===== src/rtl/slvfifo_pkg.sv =====
package slvfifo_pkg;

  typedef enum logic [1:0] {
    CMT_NONE   = 2'd0,
    CMT_MANUAL = 2'd1,
    CMT_AUTO   = 2'd2
  } cmt_kind_e;

endpackage


===== src/rtl/slv_ep_fifo.sv =====
module slv_ep_fifo #(
  parameter int WIDTH = 8,
  parameter int DEPTH = 16,
  localparam int AW = (DEPTH > 1) ? $clog2(DEPTH) : 1,
  localparam int CW = $clog2(DEPTH) + 1
) (
  input  logic             clk,
  input  logic             rst,
  input  logic             wr_en,
  input  logic [WIDTH-1:0] wr_data,
  input  logic             commit_en,
  input  logic             rd_en,
  output logic [CW-1:0]    level,
  output logic [CW-1:0]    committed,
  output logic [WIDTH-1:0] rd_data
);

  logic [WIDTH-1:0] mem [DEPTH];
  logic [AW-1:0]    wptr;
  logic [AW-1:0]    rptr;
  logic [CW-1:0]    level_nxt;

  function automatic logic [AW-1:0] bump(input logic [AW-1:0] p);
    if (p == AW'(DEPTH - 1)) return '0;
    return p + 1'b1;
  endfunction

  // storage: synchronous write, registered read
  always_ff @(posedge clk) begin
    if (wr_en) mem[wptr] <= wr_data;
    if (rd_en) rd_data <= mem[rptr];
  end

  assign level_nxt = level + CW'(wr_en) - CW'(rd_en);

  always_ff @(posedge clk) begin
    if (rst) begin
      wptr      <= '0;
      rptr      <= '0;
      level     <= '0;
      committed <= '0;
    end else begin
      if (wr_en) wptr <= bump(wptr);
      if (rd_en) rptr <= bump(rptr);
      level <= level_nxt;
      // a commit makes every stored word, this edge's word included, committed
      if (commit_en) committed <= level_nxt;
      else           committed <= committed - CW'(rd_en);
    end
  end

endmodule


===== src/rtl/slv_wr_ctrl.sv =====
module slv_wr_ctrl
  import slvfifo_pkg::*;
#(
  parameter int NUM_EP = 4,
  parameter int DEPTH  = 16,
  localparam int EPW = $clog2(NUM_EP),
  localparam int CW  = $clog2(DEPTH) + 1
) (
  input  logic                     cs,
  input  logic                     wr,
  input  logic                     pktend,
  input  logic [EPW-1:0]           addr,
  input  logic                     auto_en,
  input  logic [CW-1:0]            auto_len,
  input  logic [NUM_EP-1:0][CW-1:0] level,
  input  logic [NUM_EP-1:0][CW-1:0] committed,
  output logic [NUM_EP-1:0]        wr_acc,
  output logic [NUM_EP-1:0]        commit,
  output cmt_kind_e                kind,
  output logic [CW-1:0]            pkt_len,
  output logic                     drop,
  output logic                     early_pe
);

  logic          strobe;
  logic          sel_full;
  logic          acc;
  logic          auto_hit;
  logic [CW-1:0] pending;

  assign strobe   = cs & wr;
  assign sel_full = (level[addr] == CW'(DEPTH));
  assign acc      = strobe & ~sel_full;
  assign drop     = strobe & sel_full;
  assign pending  = level[addr] - committed[addr];
  assign pkt_len  = pending + CW'(acc);
  assign auto_hit = auto_en & acc & (pkt_len == auto_len);
  assign early_pe = cs & pktend & auto_hit;

  always_comb begin
    if (auto_hit)           kind = CMT_AUTO;
    else if (cs && pktend)  kind = CMT_MANUAL;
    else                    kind = CMT_NONE;
  end

  for (genvar e = 0; e < NUM_EP; e++) begin : g_dec
    assign wr_acc[e] = acc && (addr == EPW'(e));
    assign commit[e] = (kind != CMT_NONE) && (addr == EPW'(e));
  end

endmodule


===== src/rtl/slv_pkt_fifo.sv =====
module slv_pkt_fifo
  import slvfifo_pkg::*;
#(
  parameter int WIDTH  = 8,
  parameter int DEPTH  = 16,
  parameter int NUM_EP = 4,
  localparam int EPW = $clog2(NUM_EP),
  localparam int CW  = $clog2(DEPTH) + 1
) (
  input  logic              clk,
  input  logic              rst,
  input  logic              slv_cs,
  input  logic              slv_wr,
  input  logic [EPW-1:0]    slv_addr,
  input  logic [WIDTH-1:0]  slv_data,
  input  logic              slv_pktend,
  input  logic              auto_en,
  input  logic [CW-1:0]     auto_len,
  input  logic [EPW-1:0]    rd_ep,
  input  logic              rd_en,
  output logic              rd_vld,
  output logic [WIDTH-1:0]  rd_data,
  output logic              commit_vld,
  output logic [EPW-1:0]    commit_ep,
  output logic [CW-1:0]     commit_len,
  output logic              commit_auto,
  output logic              wr_drop,
  output logic              pe_err,
  output logic [NUM_EP-1:0] ep_full,
  output logic [NUM_EP-1:0] ep_empty,
  output logic [NUM_EP-1:0] ep_ready
);

  logic [NUM_EP-1:0][CW-1:0]    level;
  logic [NUM_EP-1:0][CW-1:0]    committed;
  logic [NUM_EP-1:0][WIDTH-1:0] ep_rdata;
  logic [NUM_EP-1:0]            wr_acc;
  logic [NUM_EP-1:0]            commit;
  logic [NUM_EP-1:0]            pop;
  cmt_kind_e                    kind;
  logic [CW-1:0]                pkt_len;
  logic                         drop;
  logic                         early_pe;
  logic [EPW-1:0]               rd_sel_q;

  slv_wr_ctrl #(.NUM_EP(NUM_EP), .DEPTH(DEPTH)) u_ctrl (
    .cs        (slv_cs),
    .wr        (slv_wr),
    .pktend    (slv_pktend),
    .addr      (slv_addr),
    .auto_en   (auto_en),
    .auto_len  (auto_len),
    .level     (level),
    .committed (committed),
    .wr_acc    (wr_acc),
    .commit    (commit),
    .kind      (kind),
    .pkt_len   (pkt_len),
    .drop      (drop),
    .early_pe  (early_pe)
  );

  for (genvar e = 0; e < NUM_EP; e++) begin : g_ep
    assign pop[e] = rd_en && (rd_ep == EPW'(e)) && (committed[e] != '0);

    slv_ep_fifo #(.WIDTH(WIDTH), .DEPTH(DEPTH)) u_fifo (
      .clk       (clk),
      .rst       (rst),
      .wr_en     (wr_acc[e]),
      .wr_data   (slv_data),
      .commit_en (commit[e]),
      .rd_en     (pop[e]),
      .level     (level[e]),
      .committed (committed[e]),
      .rd_data   (ep_rdata[e])
    );

    assign ep_full[e]  = (level[e] == CW'(DEPTH));
    assign ep_empty[e] = (level[e] == '0);
    assign ep_ready[e] = (committed[e] != '0);
  end

  always_ff @(posedge clk) begin
    if (rst) begin
      commit_vld  <= 1'b0;
      commit_ep   <= '0;
      commit_len  <= '0;
      commit_auto <= 1'b0;
      wr_drop     <= 1'b0;
      pe_err      <= 1'b0;
      rd_vld      <= 1'b0;
      rd_sel_q    <= '0;
    end else begin
      commit_vld  <= (kind != CMT_NONE);
      commit_ep   <= slv_addr;
      commit_len  <= pkt_len;
      commit_auto <= (kind == CMT_AUTO);
      wr_drop     <= drop;
      pe_err      <= pe_err | early_pe;
      rd_vld      <= |pop;
      rd_sel_q    <= rd_ep;
    end
  end

  assign rd_data = ep_rdata[rd_sel_q];

endmodule


===== config.mk =====
export PLATFORM = sky130hd
export DESIGN_NAME = slv_pkt_fifo
export DESIGN_NICKNAME = d
export VERILOG_FILES = /design/src/rtl/slvfifo_pkg.sv /design/src/rtl/slv_ep_fifo.sv /design/src/rtl/slv_wr_ctrl.sv /design/src/rtl/slv_pkt_fifo.sv
export SDC_FILE = /design/constraint.sdc
export NUM_CORES = 1
export LEC_CHECK = 0
export BUFFER_PORTS_ARGS = -buffer_cell sky130_fd_sc_hd__buf_2
export CAP_MARGIN = 20
export CORE_MARGIN = 2
export CORE_UTILIZATION = 40
export DETAILED_ROUTE_END_ITERATION = 6
export HOLD_SLACK_MARGIN = 0.02
export MAX_ROUTING_LAYER = met4
export PLACE_DENSITY = 0.67
export SKIP_LAST_GASP = 1
export SYNTH_ARGS = -nofsm -noshare
export SYNTH_HDL_FRONTEND = slang
export SYNTH_SLANG_ARGS = --single-unit

===== constraint.sdc =====
create_clock -name clk -period 6.23 [get_ports clk]
set_input_delay 0 -clock clk [delete_from_list [all_inputs] [get_ports clk]]
set_output_delay 0 -clock clk [all_outputs]
set_load 0.01 [all_outputs]

==> impl_metrics.py <==
metrics = {
    "clock_network": {
        "clock_latency_ns": 0.62,
        "cts.htree.levels": 2,
        "cts_sinks": 630,
        "cts_resized": 0,
        "cts_root_buffer": "clkbuf_16",
        "clock_path_buffers": 3,
        "cts.reportedPaths.clkPinSlew_ns": 0.06,
        "cts_hold_buf": 11,
        "tritoncts": "yes",
        "cts_setup_buffers": 0,
        "cts_made_buffers": 59,
    },
    "worst_setup_path": {
        "crit_top_cell": "ha_1",
        "cp-start-kind": "input pin",
        "critPathSlowestCell": "mux4_2",
        "cp_max_fo": 19,
        "path_class": "in -> reg",
        "reg2reg_from": "g_ep[3].u_fifo.level[0]",
        "worstPathCellList": "dlygate4sd3_1 -> buf_2 -> mux4_2 -> or4_4 -> o21ai_4 -> ha_1 -> inv_1 -> ha_1 -> fa_1 -> a21o_1 -> a21oi_1 -> xnor3_2 -> o41ai_4 -> mux2_2",
        "max_stage_delay_ns": 0.62,
        "cp.arrival_ns": 5.35,
        "cp-end-kind": "flop",
        "crit_family": "compound AO/OA/AOI/OAI gates",
        "critPathBufInv": 3,
        "required_ns": 6.73,
        "cp-startpoint": "slv_addr[0]",
    },
    "global_routing": {
        "antenna_found_initial": 1,
        "grt_pass1_vias": 13245,
        "grt_max_degree": 87,
        "grt_pass1_wl_um": 85800,
        "grt_util_all_layers_pct": 17.6,
        "gr-total-overflow": 0,
    },
    "timing": {
        "post-route-period-util_pct": 77.9,
        "hold_viol": 0,
        "rsz0062_at_grt": "false",
        "finalSetupTns_ns": 0,
        "tightest_slew_ns": 1.08,
        "fmax_mhz": 206,
        "skew_ns": 0.0186,
        "period_minus_slack_ns": 4.85,
        "setup_viol": 0,
        "holdWs_ns": 0.0679,
        "max_slew_margin_pct": 27.8,
        "slew_viol_final": 0,
    },
    "synth": {
        "yosys.area.top_type_share_pct": 62.7,
        "ys_warn_count": 0,
        "synth.top_cells.by_count": "544 x edfxtp_1, 177 x mux4_2, 86 x dfxtp_1",
        "syn_nets": 1485,
        "yosysSeqAreaShare_pct": 69.3,
        "synth.area.top_cells": "edfxtp_1 63%, mux4_2 15%, dfxtp_1 6.6%",
        "synth_area_leader_cell": "edfxtp_1",
        "synthArstFlopShare_pct": 0,
        "syn_area_per_cell_um2": 18.7,
        "synthCells": 1396,
        "synth_edf_count": 544,
        "netlist_area_mm2": 0.0261,
        "synth_seq_cells": 630,
        "synth_ff_type": "edfxtp_1",
        "yosysMostFrequentCell": "edfxtp_1",
        "synthDistinctLibCells": 46,
    },
    "power": {
        "finalPower_uw": 9510,
        "peakVddDrop_mv": 0.202,
        "p_per_area_mw_per_mm2": 322,
        "p_leak_uw": 0.00965,
    },
    "floorplanning": {
        "num_rows": 93,
        "initial_core_util_pct": 40.4,
        "coreArea_mm2": 0.0645,
        "io_pins": 56,
        "die_y_um": 259,
        "die_x_um": 259,
        "dieArea_mm2": 0.0672,
    },
    "hold_path": {
        "min_path_type": "in -> reg",
        "min-delay-start": "slv_data[4]",
    },
    "route": {
        "wl_per_cell_um": 23.7,
        "drc_errors": 0,
        "drt_iter0_drc": 1335,
        "totalWireLength_um": 56500,
        "via_per_inst": 5.42,
        "num_vias": 12937,
        "first_pass_iters": 5,
        "ant_nets": 0,
    },
    "layout": {
        "drive_above_1_share_pct": 25.2,
        "nFillCells": 5412,
        "instances_no_fill": 2388,
        "layout.nets": 1571,
        "syn2layout_area_growth_pct": 13.4,
    },
    "job": {
        "maxCapViolCount": 0,
    },
    "placement": {
        "port_buffers": 55,
        "gp_congestion": 0.864,
        "dp_hpwl_um": 36200,
        "dp_cells": 2263,
    },
    "status": {
        "status": "finished, final reports clean",
    },
}
==> flip-flops by register name, indices dropped and copies added (netlist names) <==
| signal | cells |
|---|---|
| g_ep.u_fifo.mem | 512 |
| g_ep.u_fifo.rd_data | 32 |
| commit_auto | 1 |
| commit_len | 5 |
| g_ep.u_fifo.committed | 20 |
| rd_sel_q | 2 |
| g_ep.u_fifo.rptr | 16 |
| g_ep.u_fifo.level | 20 |
| wr_drop | 1 |
| g_ep.u_fifo.wptr | 16 |
| commit_vld | 1 |
| rd_vld | 1 |
| commit_ep | 2 |
| pe_err | 1 |
==> power breakdown <==
group	internal, µW	switching, µW	leakage (µW)	total (µW)
clock	2240	1530	0.000995	3760
sequential	4660	79.2	0.00559	4740
combinational	430	583	0.00306	1010
==> worst paths after layout <==
path                                                     to  slack [ns]  depth (start not counted)
worst max-delay path            g_ep[3].u_fifo.committed[2]        1.38                         14
worst min-delay path              g_ep[1].u_fifo.mem[10][4]        0.07                          2
worst max register to register  g_ep[3].u_fifo.committed[2]        1.42                         12
worst min register to register                       pe_err        0.53                          2
==> through the flow <==
stage | util, % | setup slack [ns] | area (µm²)
global placement | 42.4 | 1.41 | 27300
detailed placement | 42.4 | 1.29 | 27400
global route | 45.8 | 1.18 | 29500
CTS | 45.8 | 1.39 | 29500
finish | 45.8 | 1.38 | 29500
floorplan | - | 1.77 | 26100
==> area by class of cell <==
type	instances	area, µm²	area share (%)
diodes	1	2.50	0.00847
clock buffers	85	1680	5.67
clock inverters	26	372	1.26
inverters	55	206	0.699
multi-input cells	645	7560	25.6
flip-flops and latches	630	18100	61.2
well taps	855	1070	3.62
repair buffers	91	583	1.97
==> metal layers <==
metal  part of all wire (%)  vias to the layer above  global-route usage (%)
met5                      0                        -                       -
met4                    1.5                        0                    3.42
met3                    5.8                       68                    2.66
met2                     49                      368                    27.6
met1                     44                     6774                    24.7
li1                       -                     5727                       -
==> kinds of logic after synthesis <==
logic type / after synthesis / share of synthesized area [%]
multiplexers: 217 / 17.0
buffers and inverters: 121 / 1.81
adder cells (fa/ha/maj): 65 / 3.27
AO/OA/AOI/OAI: 68 / 2.03
flip-flops: 630 / 69.3
XOR/XNOR: 40 / 1.46
AND/OR/NAND/NOR: 255 / 5.13
==> cell usage in the layout (no fill, tap or decap), types with 5 or more instances in the layout <==
cell,n
nor2_1,70
edfxtp_1,544
or3_1,5
clkbuf_8,8
bufinv_16,9
buf_4,25
buf_2,54
nand3_1,14
nor2b_1,36
nand2_1,37
clkinv_2,5
xnor2_1,16
clkbuf_1,17
clkbuf_16,60
nor3_1,12
clkinv_1,7
mux2_2,21
inv_1,55
ha_1,60
a21oi_1,25
and3_1,53
a21o_1,5
xor2_1,22
mux2i_1,18
dlygate4sd3_1,11
mux4_2,177
fa_1,5
dfxtp_1,82
a211oi_2,6
and2_1,6
Note: power is estimated with default switching activity, not from simulation.
